===== src/rtl/hostport_word_seq.sv =====
module hostport_word_seq #(
  parameter logic [31:0] CTRL_VAL = 32'h0000_0001
) (
  input  logic        clk,
  input  logic        rst_n,
  input  logic        reconfig,
  input  logic        req_valid,
  output logic        req_ready,
  input  logic        req_write,
  input  logic [31:0] req_addr,
  input  logic [31:0] req_wdata,
  output logic        rsp_valid,
  output logic        rsp_err,
  output logic [31:0] rsp_rdata,
  output logic        eng_valid,
  output logic [1:0]  eng_sel,
  output logic        eng_hsel,
  output logic        eng_write,
  output logic [15:0] eng_wdata,
  input  logic        eng_done,
  input  logic        eng_timeout,
  input  logic [15:0] eng_rdata
);
  typedef enum logic [2:0] {S_IDLE, S_C0, S_C1, S_A0, S_A1, S_D0, S_D1} st_t;
  st_t st;
  logic cfg_pend, wr_q;
  logic [31:0] addr_q, wd_q;

  assign req_ready = (st == S_IDLE);
  assign eng_valid = (st != S_IDLE);
  assign eng_hsel  = (st == S_C1) || (st == S_A1) || (st == S_D1);
  assign eng_sel   = (st == S_C0 || st == S_C1) ? 2'b00 :
                     (st == S_A0 || st == S_A1) ? 2'b10 : 2'b11;
  assign eng_write = (st == S_D0 || st == S_D1) ? wr_q : 1'b1;

  always_comb begin
    case (st)
      S_C0:    eng_wdata = CTRL_VAL[15:0];
      S_C1:    eng_wdata = CTRL_VAL[31:16];
      S_A0:    eng_wdata = addr_q[15:0];
      S_A1:    eng_wdata = addr_q[31:16];
      S_D0:    eng_wdata = wd_q[15:0];
      S_D1:    eng_wdata = wd_q[31:16];
      default: eng_wdata = 16'h0000;
    endcase
  end

  always_ff @(posedge clk) begin
    if (!rst_n) begin
      st        <= S_IDLE;
      cfg_pend  <= 1'b1;
      wr_q      <= 1'b0;
      addr_q    <= '0;
      wd_q      <= '0;
      rsp_valid <= 1'b0;
      rsp_err   <= 1'b0;
      rsp_rdata <= '0;
    end else begin
      rsp_valid <= 1'b0;
      if (reconfig) cfg_pend <= 1'b1;
      if (st == S_IDLE) begin
        if (req_valid) begin
          wr_q      <= req_write;
          addr_q    <= req_addr;
          wd_q      <= req_wdata;
          rsp_err   <= 1'b0;
          rsp_rdata <= '0;
          st        <= cfg_pend ? S_C0 : S_A0;
        end
      end else if (eng_done) begin
        if (eng_timeout) begin
          st        <= S_IDLE;
          rsp_valid <= 1'b1;
          rsp_err   <= 1'b1;
          rsp_rdata <= '0;
        end else begin
          case (st)
            S_C0: st <= S_C1;
            S_C1: begin
              st <= S_A0;
              if (!reconfig) cfg_pend <= 1'b0;
            end
            S_A0: st <= S_A1;
            S_A1: st <= S_D0;
            S_D0: begin
              if (!wr_q) rsp_rdata[15:0] <= eng_rdata;
              st <= S_D1;
            end
            S_D1: begin
              if (!wr_q) rsp_rdata[31:16] <= eng_rdata;
              st        <= S_IDLE;
              rsp_valid <= 1'b1;
            end
            default: st <= S_IDLE;
          endcase
        end
      end
    end
  end

  assert_rsp_pulse_R10: assert property (@(posedge clk) disable iff (!rst_n)
    rsp_valid |=> !rsp_valid);

  assert_cmd_hold_R7: assert property (@(posedge clk) disable iff (!rst_n)
    eng_valid && !eng_done |=> eng_valid && $stable(eng_sel) && $stable(eng_hsel)
                               && $stable(eng_write) && $stable(eng_wdata));

  assert_abort_R8: assert property (@(posedge clk) disable iff (!rst_n)
    eng_valid && eng_done && eng_timeout |=> rsp_valid && rsp_err && !eng_valid);

  assert_addr_then_data_R4: assert property (@(posedge clk) disable iff (!rst_n)
    eng_valid && eng_done && !eng_timeout && eng_sel == 2'b10 && eng_hsel
      |=> eng_valid && eng_sel == 2'b11 && !eng_hsel);

  assert_first_step_R3: assert property (@(posedge clk) disable iff (!rst_n)
    req_valid && req_ready |=> eng_valid && !eng_hsel
                               && (eng_sel == 2'b00 || eng_sel == 2'b10));
endmodule


===== config.mk =====
export PLATFORM = sky130hd
export DESIGN_NAME = hostport_word_seq
export DESIGN_NICKNAME = d
export VERILOG_FILES = /design/src/rtl/hostport_word_seq.sv
export SDC_FILE = /design/constraint.sdc
export NUM_CORES = 1
export LEC_CHECK = 0
export BUFFER_PORTS_ARGS = -buffer_cell sky130_fd_sc_hd__buf_2
export CAP_MARGIN = 20
export CORE_AREA = 4 4 106 108
export CTS_CLUSTER_SIZE = 8
export DETAILED_ROUTE_END_ITERATION = 16
export DIE_AREA = 0 0 110 112
export PLACE_DENSITY = 0.76
export SLEW_MARGIN = 25
export SYNTH_ARGS = -nofsm -noshare
export SYNTH_HDL_FRONTEND = slang
export SYNTH_SLANG_ARGS = --single-unit

===== constraint.sdc =====
create_clock -name clk -period 1.64 [get_ports clk]
set_input_delay 0.164 -clock clk [delete_from_list [all_inputs] [get_ports clk]]
set_output_delay 0.164 -clock clk [all_outputs]
set_load 0.02 [all_outputs]

==> flow_summary.ini <==
[outcome]
outcome = finished, violations left
violations = setup timing

[floorplanning]
die_h_um = 112
fp.dieArea_um2 = 12300
io-pin-count = 143
die_w_um = 110
core.rowCount = 37
design.core.area_um2 = 10200
start_util = 0.464

[timing]
setup_ws_ns = -0.203
drv_slew = 0
slew_headroom = 0.769
worstMarginPinSlew_ns = 0.337
rsz0062_at_grt = yes
setup_tns_ns = -4.82
finClkSkew_ns = 0.0186
holdWs_ns = 0.00269
fin_crit_ns = 1.84
period_share = 1.12
hold_viol = 0
setup_violations = 87
fmax_ghz = 0.543

[placement]
hpwlAfterDp_um = 10100
place_area_um2 = 5720
place_inst = 833
dp_worst_setup_slack_ns = 0.0900
port-buffer-count = 142
place_congestion = 0.942

[yosys]
yosysTopAreaCell = dfxtp_1
ys_seq_area_frac = 0.434
synth_top_cells_by_area = dfxtp_1 43%, nand2_1 10%, o2111ai_1 8.9%
synth_warnings = 0
netlist_instances = 588
synthFlopType = dfxtp_1
syn-cell-area_um2 = 4750
synth_edf_count = 0
async_flop_share = 0
synth-seq-cells = 103
synth.distinct_cells = 38
synth_top_area_share = 0.434
avgSynthCellArea_um2 = 8.07
synth_nets = 675

[worst_setup_path]
cp_data_arrival_time_ns = 1.68
endpoint_kind = primary output
critPathMaxFanout = 9
crit_path_start_kind = register
cp_data_required_time_ns = 1.48
crit_type = register to primary output

[cells_and_area]
drive_above_1_share = 0.361
layout_commonest_cell = nand2_1
stdcell_count = 880
design_area_um2 = 6690
final_cell_mix = 130 x nand2_1, 123 x buf_2, 100 x dfxtp_1
final_nets = 825
final.fill_count = 799
areaGrowthSynthToFinish_pct = 40.8
final_util = 0.653

[route]
totalWireLength_um = 17600
wl_per_cell_um = 20.0
via_per_inst = 6.19
drt_pass1_iterations = 6
drc = 0
drtIter0Drc = 577
ant_nets = 0
vias = 5449

[global_routing]
grt_max_degree = 66
grt_pass1_wl_um = 23900
grt_overflow = 0
antenna_found_initial = 1
grt_pass1_vias = 4793
grt.total_usage = 0.243

[clock_tree]
root_buffer = clkbuf_8
clk_path_buf_depth = 2
clkTransAtPathRegs_ns = 0.11
cts_tree = built
clock-sinks = 103
cts_htree_levels = 3
numCtsBuffers = 9
clock_latency_ns = 0.38

[power]
vdd_drop_max_mv = 0.506
power.total_mw = 5.33
p_per_area_nw_per_um2 = 797
leakage_nw = 2.64

[flow_run]
max-cap-violations = 0

[min_path]
holdCritPathClass = primary input to register
## worst paths after layout
kind | to | slack, ns | startpoint | cells past startpoint
min | wd_q[5] | 0.003 | req_wdata[5] | 3
max | eng_wdata[1] | -0.20 | st[1] | 5
min reg2reg | wd_q[20] | 0.47 | wd_q[20] | 2
max reg2reg | rsp_rdata[30] | -0.11 | st[1] | 5
## worst max-delay path, stage by stage, from the launching register on
cell	delay, ns
dfxtp_4	0.46
nor2b_4	0.24
buf_8	0.17
a22oi_2	0.07
o22ai_2	0.21
buf_6	0.16
## power breakdown
part,switching (mW),internal (mW)
sequential,0.0928,2.61
clock,0.955,0.618
combinational,0.594,0.453
## logic make-up (layout without fill, tap and decap cells)
kind of cell | after synthesis | count (layout) | share of synthesized area
AO/OA/AOI/OAI | 190 | 190 | 0.275
XOR/XNOR | 3 | 3 | 0.00554
buffers and inverters | 86 | 240 | 0.0783
flip-flops | 103 | 103 | 0.434
multiplexers | 16 | 16 | 0.0337
other | 0 | 1 | 0
AND/OR/NAND/NOR | 190 | 191 | 0.173
## registers in the layout, summed over array words and instances, names as in the netlist
name	flops
st	3
cfg_pend	1
wd_q	32
rsp_rdata	32
addr_q	32
rsp_valid	1
wr_q	1
rsp_err	1
## cell usage after synthesis, drive strengths merged (2+ instances only)
library cell    n
nor2b           5
xor2            3
inv            19
a22oi          15
o2111ai        48
nand3b          2
buf            23
o21ai           3
clkinv          2
a211oi          2
o211ai         32
nand2         131
o22ai          17
clkbuf         42
nand2b          5
dfxtp         103
mux2i          16
nor2            7
nand3          32
a21oi          68
## final cells by class
type | count | area [um^2] | share of cell area
Inverter | 21 | 78.8 | 0.0118
Clock buffer | 10 | 138 | 0.0206
Multi-Input combinational cell | 400 | 2600 | 0.389
Antenna cell | 1 | 2.50 | 0.000374
Tap cell | 136 | 170 | 0.0255
Sequential cell | 103 | 2070 | 0.310
Timing Repair Buffer | 203 | 1570 | 0.234
Clock inverter | 6 | 52.6 | 0.00786
## metal layers
layer | GRT usage | share of wire
met4 | 0.104 | 0.048
met1 | 0.324 | 0.38
met3 | 0.0365 | 0.091
met2 | 0.386 | 0.48
met5 | 0 | 0
## repair_timing
action / in CTS / in global routing
setup endpoints to repair: 22 / 81
resized for setup: 60 / 42
setup buffers: 8 / 6
endpoints found under the hold margin: 1 / 2
pin swaps: 5 / 17
cloned: 2 / 12
hold buffers: 1 / 2
No activity file was read; power rests on OpenSTA's default activity.
